<file path="src/rtl/pms_pkg.sv">
package pms_pkg;
   typedef enum logic [2:0] {
      ST_POR     = 3'd0,
      ST_PCAL    = 3'd1,
      ST_RELEASE = 3'd2,
      ST_RUN     = 3'd3,
      ST_MUTING  = 3'd4,
      ST_MCAL    = 3'd5,
      ST_MUTED   = 3'd6
   } pms_state_e;
endpackage

</file>
<file path="src/rtl/pms_sync.sv">
module pms_sync #(
   parameter int unsigned STAGES  = 2,
   parameter bit          RST_VAL = 1'b0
) (
   input  logic clk,
   input  logic rst_n,
   input  logic d,
   output logic q
);
   if (STAGES < 2) begin : g_bad_stages
      $error("pms_sync: STAGES must be at least 2");
   end

   logic [STAGES-1:0] sh_q;

   always_ff @(posedge clk or negedge rst_n) begin
      if (!rst_n) sh_q <= {STAGES{RST_VAL}};
      else        sh_q <= {sh_q[STAGES-2:0], d};
   end

   assign q = sh_q[STAGES-1];
endmodule

</file>
<file path="src/rtl/pms_ms_timer.sv">
module pms_ms_timer #(
   parameter int unsigned LIMIT = 16
) (
   input  logic clk,
   input  logic rst_n,
   input  logic clr,
   input  logic tick,
   output logic expired
);
   if (LIMIT < 1) begin : g_bad_limit
      $error("pms_ms_timer: LIMIT must be at least 1");
   end

   localparam int unsigned CW = $clog2(LIMIT + 1);
   localparam logic [CW-1:0] LIM = CW'(LIMIT);

   logic [CW-1:0] cnt_q;

   always_ff @(posedge clk or negedge rst_n) begin
      if (!rst_n)                      cnt_q <= '0;
      else if (clr)                    cnt_q <= '0;
      else if (tick && cnt_q != LIM)   cnt_q <= cnt_q + 1'b1;
   end

   assign expired = (cnt_q == LIM);
endmodule

</file>
<file path="src/rtl/pms_chan_gate.sv">
module pms_chan_gate #(
   parameter int unsigned N_CH = 4
) (
   input  logic            clk,
   input  logic            rst_n,
   input  logic            force_disc,
   input  logic            do_disc,
   input  logic            do_conn,
   input  logic            tmo,
   input  logic [N_CH-1:0] zc,
   output logic [N_CH-1:0] disc
);
   for (genvar g = 0; g < N_CH; g++) begin : g_ch
      logic disc_q;
      logic hit;

      assign hit = zc[g] | tmo;

      always_ff @(posedge clk or negedge rst_n) begin
         if (!rst_n)                          disc_q <= 1'b1;
         else if (force_disc || (do_disc && hit)) disc_q <= 1'b1;
         else if (do_conn && hit)             disc_q <= 1'b0;
      end

      assign disc[g] = disc_q;
   end
endmodule

</file>
<file path="src/rtl/pwr_mute_seq.sv">
module pwr_mute_seq
   import pms_pkg::*;
#(
   parameter int unsigned N_CH      = 4,
   parameter int unsigned RST_MS    = 100,
   parameter int unsigned CAL_WD_MS = 50,
   parameter int unsigned DEB_MS    = 2,
   parameter int unsigned ZC_MS     = 16,
   parameter int unsigned SYNC_STG  = 2
) (
   input  logic            clk,
   input  logic            rst_n,
   input  logic            ms_tick,
   input  logic            supply_ok,
   input  logic            mute_n,
   input  logic            cal_done,
   input  logic [N_CH-1:0] zc_evt,
   output logic            hw_mute,
   output logic            cal_req,
   output logic            gains_clear,
   output logic [N_CH-1:0] out_disc
);
   if (N_CH < 1) begin : g_bad_nch
      $error("pwr_mute_seq: N_CH must be at least 1");
   end

   localparam logic [N_CH-1:0] ALL_OFF = {N_CH{1'b1}};

   logic supply_s, mute_s;
   logic mute_act, por_exp, wd_exp, zc_tmo;
   logic state_chg, in_cal, in_gate;
   pms_state_e state_q, state_d;

   pms_sync #(.STAGES(SYNC_STG), .RST_VAL(1'b0)) u_sync_sup (
      .clk(clk), .rst_n(rst_n), .d(supply_ok), .q(supply_s));
   pms_sync #(.STAGES(SYNC_STG), .RST_VAL(1'b1)) u_sync_mute (
      .clk(clk), .rst_n(rst_n), .d(mute_n), .q(mute_s));

   assign state_chg = (state_d != state_q);
   assign in_cal    = (state_q == ST_PCAL) || (state_q == ST_MCAL);
   assign in_gate   = (state_q == ST_MUTING) || (state_q == ST_RELEASE);

   pms_ms_timer #(.LIMIT(DEB_MS)) u_deb (
      .clk(clk), .rst_n(rst_n), .clr(mute_s), .tick(ms_tick), .expired(mute_act));
   pms_ms_timer #(.LIMIT(RST_MS)) u_por (
      .clk(clk), .rst_n(rst_n), .clr((state_q != ST_POR) || !supply_s),
      .tick(ms_tick), .expired(por_exp));
   pms_ms_timer #(.LIMIT(CAL_WD_MS)) u_wd (
      .clk(clk), .rst_n(rst_n), .clr(!in_cal || state_chg),
      .tick(ms_tick), .expired(wd_exp));
   pms_ms_timer #(.LIMIT(ZC_MS)) u_zct (
      .clk(clk), .rst_n(rst_n), .clr(!in_gate || state_chg),
      .tick(ms_tick), .expired(zc_tmo));

   pms_chan_gate #(.N_CH(N_CH)) u_gate (
      .clk(clk), .rst_n(rst_n),
      .force_disc(!supply_s),
      .do_disc(state_q == ST_MUTING),
      .do_conn(state_q == ST_RELEASE),
      .tmo(zc_tmo), .zc(zc_evt), .disc(out_disc));

   always_comb begin
      state_d = state_q;
      if (!supply_s) begin
         state_d = ST_POR;
      end else begin
         unique case (state_q)
            ST_POR:     if (por_exp) state_d = ST_PCAL;
            ST_PCAL:    if (cal_done || wd_exp) state_d = mute_act ? ST_MUTED : ST_RELEASE;
            ST_RELEASE: if (mute_act) state_d = ST_MUTING;
                        else if (out_disc == '0) state_d = ST_RUN;
            ST_RUN:     if (mute_act) state_d = ST_MUTING;
            ST_MUTING:  if (out_disc == ALL_OFF) state_d = ST_MCAL;
            ST_MCAL:    if (cal_done || wd_exp) state_d = ST_MUTED;
            ST_MUTED:   if (!mute_act) state_d = ST_RELEASE;
            default:    state_d = ST_POR;
         endcase
      end
   end

   always_ff @(posedge clk or negedge rst_n) begin
      if (!rst_n) begin
         state_q     <= ST_POR;
         gains_clear <= 1'b0;
      end else begin
         state_q     <= state_d;
         gains_clear <= supply_s && (state_q == ST_PCAL) && (state_d != ST_PCAL);
      end
   end

   assign cal_req = in_cal;
   assign hw_mute = (state_q != ST_RUN);
endmodule

</file>
<file path="config.mk">
export PLATFORM = sky130hd
export DESIGN_NAME = pwr_mute_seq
export DESIGN_NICKNAME = d
export VERILOG_FILES = /design/src/rtl/pms_pkg.sv /design/src/rtl/pms_sync.sv /design/src/rtl/pms_ms_timer.sv /design/src/rtl/pms_chan_gate.sv /design/src/rtl/pwr_mute_seq.sv
export SDC_FILE = /design/constraint.sdc
export NUM_CORES = 1
export LEC_CHECK = 0
export ABC_CLOCK_PERIOD_IN_PS = 2200
export BUFFER_PORTS_ARGS = -buffer_cell sky130_fd_sc_hd__buf_2
export CAP_MARGIN = 40
export CORE_ASPECT_RATIO = 1.4
export CORE_MARGIN = 2
export CORE_UTILIZATION = 53
export CTS_CLUSTER_DIAMETER = 50
export DETAILED_ROUTE_END_ITERATION = 7
export GPL_ROUTABILITY_DRIVEN = 1
export GPL_TIMING_DRIVEN = 1
export PLACE_DENSITY = 0.75
export SYNTH_ARGS = -nofsm -noshare
export SYNTH_HDL_FRONTEND = slang
export SYNTH_HIERARCHICAL = 1
export SYNTH_SLANG_ARGS = --single-unit
</file>
<file path="constraint.sdc">
create_clock -name clk -period 2.2 [get_ports clk]
set_input_delay 0.44 -clock clk [delete_from_list [all_inputs] [get_ports clk]]
set_output_delay 0.44 -clock clk [all_outputs]
set_load 0.03 [all_outputs]
</file>
# Word-level counts from Yosys, hierarchy flattened
# Cells that the tools add are included.
[totals]
reg_bits = 32
inputBits = 10
out_inout_bits = 7
elab_cells = 103
[op_classes]
addsub = 4
eq_ne = 18
n_mux = 27
bitwise_logic = 4
reduce_logical = 38
[op_table]
columns = ["operator", "n"]
rows = [
  ["3-bit 2-to-1 mux", 10],
  ["3-bit case mux with 7 select lines", 1],
  ["2-bit nonzero test", 8],
  ["1-bit logical AND", 14],
  ["7-bit 2-to-1 mux", 2],
  ["6-bit 2-to-1 mux", 2],
  ["1-bit logical OR", 10],
  ["5-bit 2-to-1 mux", 2],
  ["3-bit equality test, second input constant", 3],
  ["1-bit 2-to-1 mux", 8],
  ["7-bit by 1-bit adder with 7-bit output, second input constant", 1],
  ["7-bit equality test, second input constant", 1],
  ["7-bit inequality test, second input constant", 1],
  ["6-bit by 1-bit adder with 6-bit output, second input constant", 1],
  ["3-bit by 2-bit equality test with 1-bit output, second input constant", 2],
  ["6-bit equality test, second input constant", 1],
  ["6-bit inequality test, second input constant", 1],
  ["5-bit by 1-bit adder with 5-bit output, second input constant", 1],
  ["5-bit equality test, second input constant", 1],
  ["5-bit inequality test, second input constant", 1],
  ["4-bit equality test, second input constant", 1],
  ["4-bit zero test", 1],
  ["2-bit 2-to-1 mux", 2],
  ["1-bit OR", 4],
  ["10 further kinds", 12],
]

# Longest topological paths before layout
# Gate-level depths: netlist of the first run.
[depth]
word_depth = 8
depth_mapped = 10
depth_no_buf = 9

# By module
# The synthesis of the first run kept the hierarchy.
[modules_own_cells]
columns = ["mod", "n_inst", "cells_per_inst", "area_each_um2", "seq_area_each_um2"]
rows = [
  ["pms_ms_timer (u_por)", 1, 46, 430.4, 175.2],
  ["pms_ms_timer (u_wd)", 1, 40, 375.4, 150.1],
  ["pwr_mute_seq", 1, 39, 315.3, 100.1],
  ["pms_ms_timer (u_zct)", 1, 27, 280.3, 125.1],
  ["pms_chan_gate", 1, 20, 220.2, 105.1],
  ["pms_ms_timer (u_deb)", 1, 11, 130.1, 50.0],
  ["pms_sync (u_sync_mute)", 1, 2, 52.6, 52.6],
  ["pms_sync (u_sync_sup)", 1, 2, 50.0, 50.0],
]

# Least setup slack after synthesis of the first run
# No wires, ideal clock.
[synth_path]
path_kind = "reg2reg"
from = "register u_wd.cnt_q[0]"
to = "register u_wd.cnt_q[0]"
setup_time_ps = 138
t_arrival_ps = 2174
slack_ps = -113
path_stages_with_launch = 11
period_less_slack_ps = 2313
path_cell_list = "dfrtp_1 inv_1 ha_1 nor3b_4 nor2b_1 nor2_1 nand3_1 clkbuf_1 nor2_1 and3b_1 or4_1"
[synth_via]
elab_chain_cells = 8
[synth_lines]
columns = ["element", "line", "text"]
rows = [
  ["from (decl)", "pms_ms_timer.sv:17", "logic [CW-1:0] cnt_q;"],
  ["from (signal assigned)", "pms_ms_timer.sv:22", "else if (tick && cnt_q != LIM) cnt_q <= cnt_q + 1'b1;"],
  ["6-bit equality test *", "pms_ms_timer.sv:25", "assign expired = (cnt_q == LIM);"],
  ["net wd_exp", "pwr_mute_seq.sv:30", "logic mute_act, por_exp, wd_exp, zc_tmo;"],
  ["1-bit logical OR *", "pwr_mute_seq.sv:69, pwr_mute_seq.sv:74", ""],
  ["3-bit 2-to-1 mux (on tied branches)", "pwr_mute_seq.sv:74, pwr_mute_seq.sv:69", ""],
  ["3-bit case mux with 7 select lines *", "pwr_mute_seq.sv:67", "unique case (state_q)"],
  ["3-bit 2-to-1 mux *", "pwr_mute_seq.sv:64", "if (!supply_s) begin"],
  ["3-bit inequality test *", "pwr_mute_seq.sv:39", "assign state_chg = (state_d != state_q);"],
  ["1-bit logical OR *", "pwr_mute_seq.sv:49", ".clk(clk), .rst_n(rst_n), .clr(!in_cal || state_chg),"],
  ["6-bit 2-to-1 mux or 2-bit nonzero test (tied branches)", "--", ""],
]
# Mark *: on every way through the listed nets, which the timed path passes. The rest lies on a longest branch. The select of a mux whose other input is x is not followed.
# A chain may end at the register's enable or synchronous reset.

# Worst setup path after layout of the first run
# Same ends and word-level chain as after synthesis.

==> results of run 1 <==
==> cell type report <==
cell class	count	share of cell area, %
well taps	40	2.41
multi-input cells	137	46.6
repair buffers	23	6.38
inverters	8	1.44
flip-flops and latches	32	38.9
clock buffers	8	4.33
==> per-stage QoR <==
| step | area (sq um) | cells |
|---|---|---|
| 3_3_place_gp | 1970 | 238 |
| 4_1_cts | 2060 | 246 |
| 5_1_grt | 2080 | 248 |
| 3_5_place_dp | 1970 | 238 |
| 2_1_floorplan | 1860 | 187 |
| 6_report | 2080 | 248 |
==> per-layer routing <==
| layer | wire length (um) | up-vias | part of all wire (%) |
|---|---|---|---|
| met5 | 0 | - | 0 |
| li1 | - | 712 | - |
| met3 | 119 | 6 | 3.2 |
| met2 | 1910 | 32 | 52 |
| met1 | 1620 | 724 | 44 |
| met4 | 48 | 0 | 1.3 |
==> cells by family (layout without fill, tap and decap cells) <==
kind of cell	Yosys count	count (layout)	share of synthesized area, %
XOR/XNOR	5	5	2.36
buffers and inverters	18	39	4.59
multiplexers	5	5	3.37
flip-flops	32	32	43.6
AND/OR/NAND/NOR	81	81	27.7
adder cells (fa/ha/maj)	7	7	4.72
AO/OA/AOI/OAI	39	39	13.6
==> worst paths after layout <==
check	slack, ns	cells past startpoint	end
setup / recovery	0.14	9	u_wd/cnt_q[0]
hold reg to reg	0.35	0	u_sync_sup/sh_q[1]
max in group asynchronous	1.54	1	u_wd/cnt_q[1]
setup reg to reg	0.14	9	u_wd/cnt_q[0]
min in group clk	0.26	1	u_sync_mute/sh_q[0]
hold / removal	0.21	1	u_zct/cnt_q[4]
==> state kept, by name (all words and copies together) (netlist names) <==
| name | flops |
|---|---|
| gains_clear | 1 |
| state_q | 3 |
| u_deb/cnt_q | 2 |
| u_gate/g_ch.disc_q | 4 |
| u_por/cnt_q | 7 |
| u_sync_mute/sh_q | 2 |
| u_sync_sup/sh_q | 2 |
| u_wd/cnt_q | 6 |
| u_zct/cnt_q | 5 |
==> power by group <==
| part | internal [W] | switching [W] |
|---|---|---|
| clock | 0.000255 | 0.000203 |
| sequential | 0.000607 | 0.0000164 |
| combinational | 0.0000436 | 0.0000591 |
| total | 0.000906 | 0.000278 |
==> cells in the final DEF (no fill, tap or decap), types with 2 or more instances in the layout <==
| cell | netlist | final |
|---|---|---|
| nand2_1 | 12 | 12 |
| dfstp_2 | 6 | 6 |
| nor2b_4 | 1 | 2 |
| buf_2 | 2 | 16 |
| buf_4 | 4 | 7 |
| mux2_2 | 2 | 2 |
| nor2_1 | 15 | 15 |
| a211o_1 | 5 | 5 |
| dfrtp_1 | 26 | 26 |
| nand3b_1 | 2 | 2 |
| a31oi_1 | 2 | 2 |
| inv_1 | 7 | 6 |
| nand4b_1 | 3 | 3 |
| nand3_1 | 4 | 4 |
| o21ai_0 | 7 | 7 |
| o21ai_1 | 5 | 5 |
| mux2_4 | 2 | 2 |
| nor3_1 | 4 | 4 |
| and3b_1 | 2 | 2 |
| o21a_1 | 6 | 6 |
| nand2b_1 | 2 | 2 |
| clkbuf_1 | 4 | 2 |
| nor4b_1 | 2 | 2 |
| a21oi_1 | 9 | 9 |
| and3_1 | 2 | 2 |
| xor2_1 | 5 | 5 |
| inv_2 | 1 | 2 |
| or3_1 | 4 | 4 |
| or4_1 | 3 | 3 |
| clkbuf_8 | 0 | 6 |
| ha_1 | 7 | 7 |
| nand4_1 | 6 | 6 |
| nor3b_2 | 2 | 2 |
| nor2b_1 | 8 | 7 |
==> worst max-delay path: cells and delay by family, from the launching register on <==
family,cells,cell delay [ns]
AND/OR/NAND/NOR,7,1.34
buffers and inverters,1,0.07
adder cells (fa/ha/maj),1,0.14
flip-flops,1,0.38
==> what timing repair did <==
item,4_1_cts,5_1_grt
setup endpoints to repair,0,7
resized for setup,0,2
setup buffers,0,2
hold buffers,0,0
hold endpoints to repair,0,0
==> key figures, run 1 <==
Critical path
  – Critical path launch point type: flip-flop
  – Slowest stage delay, CP: 0.51 ns
  – Setup Crit Path Kind: flip-flop to flip-flop
  – Most common cell on crit path: nor2_1
  – Worst path slowest cell: or4_1
  – Critical Path Source: u_wd/cnt_q[0]
  – Crit path DAT: around 2.2 ns
  – CP Capture Type: flip-flop
  – Crit path max fanout: 4
  – Reg2reg start: u_wd/cnt_q[0]
  – CP Cell Sequence: inv_2, ha_1, nor3b_4, nor2b_4, nor2_1, nand3_1, nor2_1, and3b_1, or4_1
  – Worst Path Required: between 2 and 2.5 ns

Layout
  – Ant. Diodes: 0
  – Syn-to-layout area delta: 12.1%
  – Fillers: 277
  – Multi-input combinational cell area: 968 sq um
  – Layout cell share with drive strength beyond 1: 24.0%
  – Storage cell area: 808 sq um
  – Core Util, Final: roughly 62%
  – Fin nets: 224

Timing
  – Max Fclk: slightly below 500 MHz
  – Slew HR: 53.5%
  – PnR worst setup slack: 0.138 ns
  – Final Cycle Share: a little over nine tenths
  – Hold Fails Final Rpt: 0
  – Post-Route Skew: ~0.0036 ns
  – Hold slack: about 0.21 ns
  – Least-Margin Pin Slew: 0.698 ns
  – Max-slew violations: 0
  – Post-route setup TNS: 0 ns
  – Final Critical Period: 2.06 ns
  – Final setup viols: 0

Floorplanning
  – Ports: 17
  – Die area: 0.00399 sq mm
  – Starting Density: about 55%
  – Row count: 25
  – Core Box Area: 0.00338 sq mm
  – Die H: 74.0 um
  – Die W: 54.0 um

Logic synthesis
  – Most frequent cell after synthesis: dfrtp_1
  – Yosys reg bits: 32
  – Synth area leader: dfrtp_1
  – Seq/Total Area, Yosys: a little over two fifths
  – Yosys top cell area share: between 30% and 40%
  – Synth Instances: 187
  – Synth area leaders: dfrtp_1 35%, dfstp_2 8.5%, ha_1 4.7%, nor2_1 3.0%, nor2b_1 2.7%
  – Netlist cell types: 48
  – Post-Synthesis Cell Area: 0.00185 sq mm
  – Avg Cell Area, Syn: 9.92 sq um
  – Net count after synthesis: 204
  – Main flop type after synthesis: dfrtp_1
  – Most frequent cells after synthesis: 26 x dfrtp_1, 15 x nor2_1, 12 x nand2_1
  – Post-synth EDFFs: 0
  – Synth warn: 6
  – FFs w/ async S/R, synth: 100%

Global route
  – First-pass GRT wire length: 6190 um
  – M3 GR Usage: 5.82%
  – GR Util met1: 25.6%
  – All-layer global routing usage: 20.7%
  – M2 GR Usage: about a third
  – Grt total ovfl: 0
  – Gr busiest metal: met2
  – Initial antenna violation count: 0
  – Vias in the first global route: 1432
  – Largest net degree at the start of global routing: 33

Detailed routing
  – DRC viols: 0
  – Final wirelength: 3700 um
  – Initial detailed-routing violation count: 36
  – WL/cell: about 15 um
  – Drt first pass iters: 4
  – Post-DRT Antenna Nets: 0
  – Avg Vias per Cell: 5.94
  – DR vias: 1474

Flow run
  – Max-cap check violation count: 0

Clock tree
  – # H-tree levels: 2
  – Root Buffer: clkbuf_8
  – Skew-Pair Late Insertion Delay: 0.27 ns
  – CTS Buf Count: 5
  – Clk sink count: 32
  – Worst-path clk slew: roughly 0.06 ns
  – Largest buffer count on any clock path: 2
  – CTS tree: done

Pwr
  – Peak supply drop: 0.489 mV
  – Lkg Pwr: 0.874 nW
  – Pwr Total: 0.00118 W
  – PD cells: 569 mW/mm^2

Placed design
  – Final Wtd Congestion: 0.821
  – Detailed-placement wirelength estimate: 2600 um
  – # port buffers: 16
  – Pre-CTS setup slack: 0.0721 ns

Outcome
  – Status: completed

Worst hold path
  – Worst hold path class: input pin to async pin
No activity file was read; power rests on OpenSTA's default activity.
==> run 2, diff against run 1 <==
==> constraint.sdc (replaced) <==
create_clock -name clk -period 2.2 [get_ports clk]
set_input_delay 0.33 -clock clk [delete_from_list [all_inputs] [get_ports clk]]
set_output_delay 0.33 -clock clk [all_outputs]
set_load 0.03 [all_outputs]
==> run 2 against run 1 <==
- critical endpoint unchanged
- die area did not move
- global-route usage rose by 0.35 points
- sequential power barely moved
- highest routed layer unchanged
- via count rose by 1.2%
==> key figures, run 2 (synthesis gave the netlist of run 1 again) <==
Outcome
  – Status: completed

Critical path
  – CP Capture Type: flip-flop
  – Setup Crit Path Kind: flip-flop to flip-flop
  – Crit path DAT: 2.20 ns (about the same)
  – Critical path launch point type: flip-flop
  – Worst path slowest cell: or4_1
  – CP Cell Sequence: inv_1, ha_1, nor3b_4, nor2b_4, nor2_1, nand3_1, buf_4, nor4b_1, or4_1
  – Slowest stage delay, CP: 0.51 ns (about the same)
  – Worst Path Required: 2.35 ns (about the same)
  – Crit path max fanout: 9 (+5)
  – Register-to-register setup slack: 0.15 ns (about the same)

Clock tree
  – Skew-Pair Late Insertion Delay: 0.28 ns (about the same)
  – Clk sink count: 32 (unchanged)
  – # H-tree levels: 2 (unchanged)
  – Root Buffer: clkbuf_8
  – Largest buffer count on any clock path: 2 (unchanged)
  – CTS tree: done
  – CTS Hold Bufs: 0 (unchanged)
  – CTS Buf Count: 5 (unchanged)
  – Worst-path clk slew: 0.07 ns (about the same)

Pwr
  – P_int: 0.000900 W (-0.63%)
  – Pwr Total: 0.00119 W (+0.29%)
  – Peak supply drop: 0.472 mV (-3.7%)
  – Lkg Pwr: 0.873 nW (about the same)
  – Net Sw Frac: 24.2% (+0.70 points)
  – Clock share of power: 38.9% (+0.3 points)
  – Sequential share of power: 52.5% (-0.2 points)
  – PD cells: 572 mW/mm^2 (+0.53%)
  – Combinational share of power: 8.6% (about the same)
  – Net Sw Power: 0.000287 W (+3.3%)

Floorplanning
  – Ports: 17 (unchanged)
  – Row count: 25 (unchanged)
  – Die W: 54.0 um (unchanged)
  – Core Box Area: 0.00338 sq mm (unchanged)
  – Die H: 74.0 um (unchanged)
  – Die area: 0.00399 sq mm (unchanged)
  – Starting Density: 54.9% (unchanged)

Timing
  – Slew HR: 54.2% (+0.68 points)
  – Max Fclk: 487 MHz (+0.44%)
  – RSZ-0062 raised after global routing: no
  – Final Cycle Share: 93.3% (-0.41 points)
  – Final setup viols: 0 (unchanged)
  – Final Critical Period: 2.05 ns (-0.00906 ns)
  – Max-slew violations: 0 (unchanged)
  – Post-Route Skew: 0.00229 ns (-0.00130 ns)
  – Least-Margin Pin Slew: 0.688 ns (-0.0102 ns)
  – PnR worst setup slack: 0.147 ns (+0.00906 ns)
  – Post-route setup TNS: 0 ns (unchanged)
  – Hold Fails Final Rpt: 0 (unchanged)

Detailed routing
  – Initial detailed-routing violation count: 29 (-19%)
  – Avg Vias per Cell: 6.04 (+1.6%)
  – DRC viols: 0 (unchanged)
  – Drt first pass iters: 4 (unchanged)
  – Post-DRT Antenna Nets: 0 (unchanged)
  – WL/cell: 14.8 um (-0.55%)
  – DR vias: 1492 (+1.2%)
  – Final wirelength: 3660 um (-0.95%)

Layout
  – Max reg flops: 7 (unchanged)
  – Fillers: 272 (-1.8%)
  – Fin area: 0.00207 sq mm (-0.24%)
  – Most common cell after layout, fill and taps aside: dfrtp_1
  – Fin nets: 223 (-0.45%)
  – Most frequent cells in the layout: 26 x dfrtp_1, 16 x buf_2, 15 x nor2_1
  – Largest Register: u_por/cnt_q
  – Syn-to-layout area delta: 11.9%
  – Top flop regs: u_por/cnt_q (7), u_wd/cnt_q (6), u_zct/cnt_q (5)
  – Ant. Diodes: 0 (unchanged)
  – Core Util, Final: 61.4% (-0.15 points)
  – Layout cell share with drive strength beyond 1: 24.2% (+0.12 points)

Global route
  – Grt total ovfl: 0 (unchanged)
  – First-pass GRT wire length: 6180 um (-0.23%)
  – Vias in the first global route: 1469 (+2.6%)
  – Initial antenna violation count: 0 (unchanged)
  – Largest net degree at the start of global routing: 33 (unchanged)
  – All-layer global routing usage: 21.1% (+0.35 points)

Placed design
  – Pre-CTS setup slack: 0.0698 ns (-0.00231 ns)
  – # port buffers: 16 (unchanged)
  – Final Wtd Congestion: 0.780 (-5.0%)
  – Detailed-placement wirelength estimate: 2630 um (+1.1%)
  – Placed Instance Area: 0.00197 sq mm (unchanged)

Flow run
  – Max-cap check violation count: 0 (unchanged)

Worst hold path
  – Worst hold path class: input pin to async pin
-- run 2: routing by layer --
| metal | track usage, % | up-vias | wire length, um | part of all wire [%] |
|---|---|---|---|---|
| li1 | - | 711 | - | - |
| met5 | 0 | - | 0 | 0 |
| met4 | 8.61 | 0 | 59 | 1.6 |
| met1 | 23.3 | 731 | 1490 | 41 |
| met3 | 5.42 | 6 | 161 | 4.4 |
| met2 | 37.5 | 44 | 1950 | 53 |
-- run 2: power groups by stage --
| stage | Sequential (W) | Combinational (W) | Clock (W) |
|---|---|---|---|
| CTS | 0.000623 | 0.000103 | 0.000482 |
| finish | 0.000623 | 0.000102 | 0.000462 |
| global placement | 0.000632 | 0.0000950 | 0 |
| detailed placement | 0.000633 | 0.000102 | 0 |
| global route | 0.000625 | 0.000116 | 0.000504 |
| floorplan | 0.000629 | 0.0000678 | 0 |
-- run 2: area by class of cell --
cell class / instances / area [sq um] / share of cell area, %
Clock buffer: 6 / 82.6 / 3.98
Clock inverter: 2 / 10.0 / 0.483
Inverter: 8 / 30.0 / 1.45
Multi-Input combinational cell: 137 / 968 / 46.7
Sequential cell: 32 / 808 / 39.0
Tap cell: 40 / 50.0 / 2.41
Timing Repair Buffer: 22 / 125 / 6.03
-- run 2: through the flow --
stage | hold slack [ns] | std cells
floorplan | 0.0344 | 187
global placement | 0.337 | 238
detailed placement | 0.341 | 238
CTS | 0.106 | 246
finish | 0.0872 | 247
global route | 0.128 | 247
-- run 2: repair_timing --
item	CTS	global route
setup buffers	0	1
resized for setup	0	1
setup endpoints to repair	0	4
-- run 2: critical path: cells and delay by family (launching register included) --
| family | cells | cell delay, ns |
|---|---|---|
| and+or+nand+nor | 6 | 1.14 |
| adders and majority gates | 1 | 0.15 |
| DFF | 1 | 0.38 |
| buffers and inverters | 2 | 0.25 |
-- run 2: path summary, 6_finish.rpt --
kind,startpoint,to,depth (start not counted)
worst max-delay path,u_wd/cnt_q[0],u_wd/cnt_q[0],9
worst min-delay path,rst_n,u_zct/cnt_q[2],1
worst max register to register,u_wd/cnt_q[0],u_wd/cnt_q[0],9
worst min register to register,u_sync_sup/sh_q[0],u_sync_sup/sh_q[1],0
max in group asynchronous,rst_n,u_wd/cnt_q[0],1
min in group clk,mute_n,u_sync_mute/sh_q[0],1
==> run 3, diff against run 2 <==
--- a/config.mk
+++ b/config.mk
@@ -10,12 +10,12 @@
 export CAP_MARGIN = 40
 export CORE_ASPECT_RATIO = 1.4
 export CORE_MARGIN = 2
-export CORE_UTILIZATION = 53
+export CORE_UTILIZATION = 49
 export CTS_CLUSTER_DIAMETER = 50
 export DETAILED_ROUTE_END_ITERATION = 7
 export GPL_ROUTABILITY_DRIVEN = 1
 export GPL_TIMING_DRIVEN = 1
-export PLACE_DENSITY = 0.75
+export PLACE_DENSITY = 0.7
 export SYNTH_ARGS = -nofsm -noshare
 export SYNTH_HDL_FRONTEND = slang
 export SYNTH_HIERARCHICAL = 1
==> constraint.sdc (replaced) <==
create_clock -name clk -period 2.2 [get_ports clk]
set_input_delay 0.33 -clock clk [delete_from_list [all_inputs] [get_ports clk]]
set_output_delay 0.33 -clock clk [all_outputs]
set_load 0.005 [all_outputs]
==> run 3 against run 2 <==
- die area is 7.6% higher
- power hardly changed
- cell area is 0.60% higher
- via count is 0.34% higher
- global-route usage is 1.8 points lower
- sequential cell count stayed put
- critical endpoint is now u_wd/cnt_q[1]
==> key figures, run 3 (synthesis gave the netlist of run 1 again) <==
Timing
  – RSZ-0062 raised after global routing: no
  – Slew HR: 51.8% (-2.3 points)
  – Max Fclk: 480 MHz (-1.4%)
  – Final setup viols: 0 (unchanged)
  – Least-Margin Pin Slew: 0.722 ns (+0.0348 ns)
  – Post-Route Skew: 0.00546 ns (+0.00317 ns)
  – Final Critical Period: 2.08 ns (+0.0283 ns)
  – Hold slack: 0.106 ns (+0.0189 ns)
  – Post-route setup TNS: 0 ns (unchanged)
  – Hold Fails Final Rpt: 0 (unchanged)
  – Final Cycle Share: 94.6% (+1.3 points)
  – Max-slew violations: 0 (unchanged)

Placed design
  – # port buffers: 16 (unchanged)
  – Detailed-placement wirelength estimate: 2790 um (+6.0%)
  – Final Wtd Congestion: 0.746 (-4.4%)
  – Placed Instance Area: 0.00198 sq mm (+0.76%)

Layout
  – Top flop regs: u_por/cnt_q (7), u_wd/cnt_q (6), u_zct/cnt_q (5)
  – Largest Register: u_por/cnt_q
  – Max reg flops: 7 (unchanged)
  – Most frequent cells in the layout: 26 x dfrtp_1, 16 x buf_2, 15 x nor2_1
  – Ant. Diodes: 0 (unchanged)
  – Syn-to-layout area delta: 12.6%
  – Fin nets: 225 (+0.90%)
  – Layout cell share with drive strength beyond 1: 24.9% (+0.73 points)
  – Fin area: 0.00209 sq mm (+0.60%)
  – Most common cell after layout, fill and taps aside: dfrtp_1
  – Fillers: 337 (+24%)

Clock tree
  – CTS tree: done
  – # H-tree levels: 2 (unchanged)
  – CTS Buf Count: 5 (unchanged)
  – CTS Hold Bufs: 0 (unchanged)
  – Skew-Pair Late Insertion Delay: 0.28 ns (about the same)
  – Largest buffer count on any clock path: 2 (unchanged)
  – Clk sink count: 32 (unchanged)
  – Root Buffer: clkbuf_8
  – Worst-path clk slew: 0.07 ns (about the same)

Pwr
  – Peak supply drop: 0.456 mV (-3.4%)
  – Pwr Total: 0.00119 W (about the same)
  – Lkg Pwr: 0.884 nW (+1.2%)
  – PD cells: 569 mW/mm^2 (-0.53%)

Critical path
  – Crit path max fanout: 9 (unchanged)
  – CP Cell Sequence: ha_1, nor3b_4, nor2b_2, nor2_1, nand3_1, buf_4, or4bb_1, o211ai_1
  – Worst path slowest cell: or4bb_1
  – Slowest stage delay, CP: 0.48 ns (-0.03 ns)
  – Crit path DAT: 2.27 ns (+0.07 ns)
  – Worst path bufs/invs: 1 (-1)
  – Critical path launch point type: flip-flop
  – Setup Crit Path Kind: flip-flop to flip-flop
  – CP Capture Type: flip-flop
  – Family with the most delay on the worst path: simple AND/OR/NAND/NOR gates
  – Worst Path Required: 2.39 ns (+0.04 ns)

Floorplanning
  – Core Box Area: 0.00364 sq mm (+7.9%)
  – Row count: 26 (+4.0%)
  – Die W: 56.0 um (+3.7%)
  – Die H: 76.8 um (+3.8%)
  – Starting Density: 50.9% (-4.0 points)
  – Ports: 17 (unchanged)
  – Die area: 0.00430 sq mm (+7.6%)

Outcome
  – Status: completed

Detailed routing
  – DR vias: 1497 (+0.34%)
  – WL/cell: 15.3 um (+3.1%)
  – Post-DRT Antenna Nets: 0 (unchanged)
  – Initial detailed-routing violation count: 35 (+21%)
  – Avg Vias per Cell: 5.96 (-1.3%)
  – Final wirelength: 3840 um (+4.7%)
  – DRC viols: 0 (unchanged)
  – Drt first pass iters: 4 (unchanged)

Global route
  – M3 GR Usage: 4.55% (-0.87 points)
  – Grt total ovfl: 0 (unchanged)
  – First-pass GRT wire length: 6690 um (+8.4%)
  – Gr busiest metal: met2
  – Initial antenna violation count: 0 (unchanged)
  – M2 GR Usage: 35.9% (-1.7 points)
  – GR Util met1: 20.5% (-2.8 points)
  – All-layer global routing usage: 19.3% (-1.8 points)
  – Largest net degree at the start of global routing: 33 (unchanged)
  – Vias in the first global route: 1550 (+5.5%)

Worst hold path
  – Worst hold path class: input pin to async pin

Flow run
  – Max-cap check violation count: 0 (unchanged)
==> run 3: changes by cell type in the layout (fill, tap and decap cells not counted), sizes merged <==
| cell | previous run | this run |
|---|---|---|
| buf | 22 | 24 |
==> run 3: cell type report <==
| type | count | area, sq um | area share, % |
|---|---|---|---|
| clock buffer | 6 | 82.6 | 3.96 |
| clock inverter | 2 | 10.0 | 0.480 |
| inverter | 8 | 30.0 | 1.44 |
| multi-input combinational | 137 | 963 | 46.2 |
| sequential | 32 | 808 | 38.7 |
| tap | 42 | 52.6 | 2.52 |
| timing repair buffer | 24 | 140 | 6.71 |
==> run 3: worst reg2reg max path, cell delays in order, from the launching register on <==
cell and delay [ns]:
dfrtp_1 0.43, ha_1 0.20, nor3b_4 0.15, nor2b_2 0.16
nor2_1 0.15, nand3_1 0.12, buf_4 0.19, or4bb_1 0.48
o211ai_1 0.11
==> run 3: final timing paths <==
kind | from | cells after the start | to | slack, ns
worst min register to register | u_sync_sup/sh_q[0] | 0 | u_sync_sup/sh_q[1] | 0.36
max in group asynchronous | rst_n | 1 | u_deb/cnt_q[1] | 1.63
worst min-delay path | rst_n | 1 | u_zct/cnt_q[0] | 0.11
worst max register to register | u_wd/cnt_q[1] | 8 | u_wd/cnt_q[1] | 0.12
worst max-delay path | u_wd/cnt_q[1] | 8 | u_wd/cnt_q[1] | 0.12
min in group clk | mute_n | 1 | u_sync_mute/sh_q[0] | 0.15
==> run 3: power by group <==
part           internal (W)  switching, W  total (W)
sequential         0.000607     0.0000155   0.000623
combinational     0.0000449     0.0000599   0.000105
clock              0.000249      0.000211   0.000461
==> run 3: metal layers <==
layer | share of wire, % | vias to the layer above
met2 | 55 | 34
met4 | 0.70 | 0
met1 | 41 | 744
met3 | 3.5 | 2
li1 | - | 717
met5 | 0 | -
==> run 3: per-stage QoR <==
stage / setup WS (ns) / util [%] / cells
global placement: 0.143 / 54.5 / 242
detailed placement: 0.0382 / 54.5 / 242
CTS: 0.118 / 57.2 / 251
finish: 0.119 / 57.3 / 251
global route: 0.00273 / 57.3 / 251
floorplan: 0.000773 / - / 187
==> run 3: timing repair <==
item,4_1_cts,5_1_grt
gates resized for setup,0,1
buffers inserted,1,0
endpoints found under the setup margin,1,1
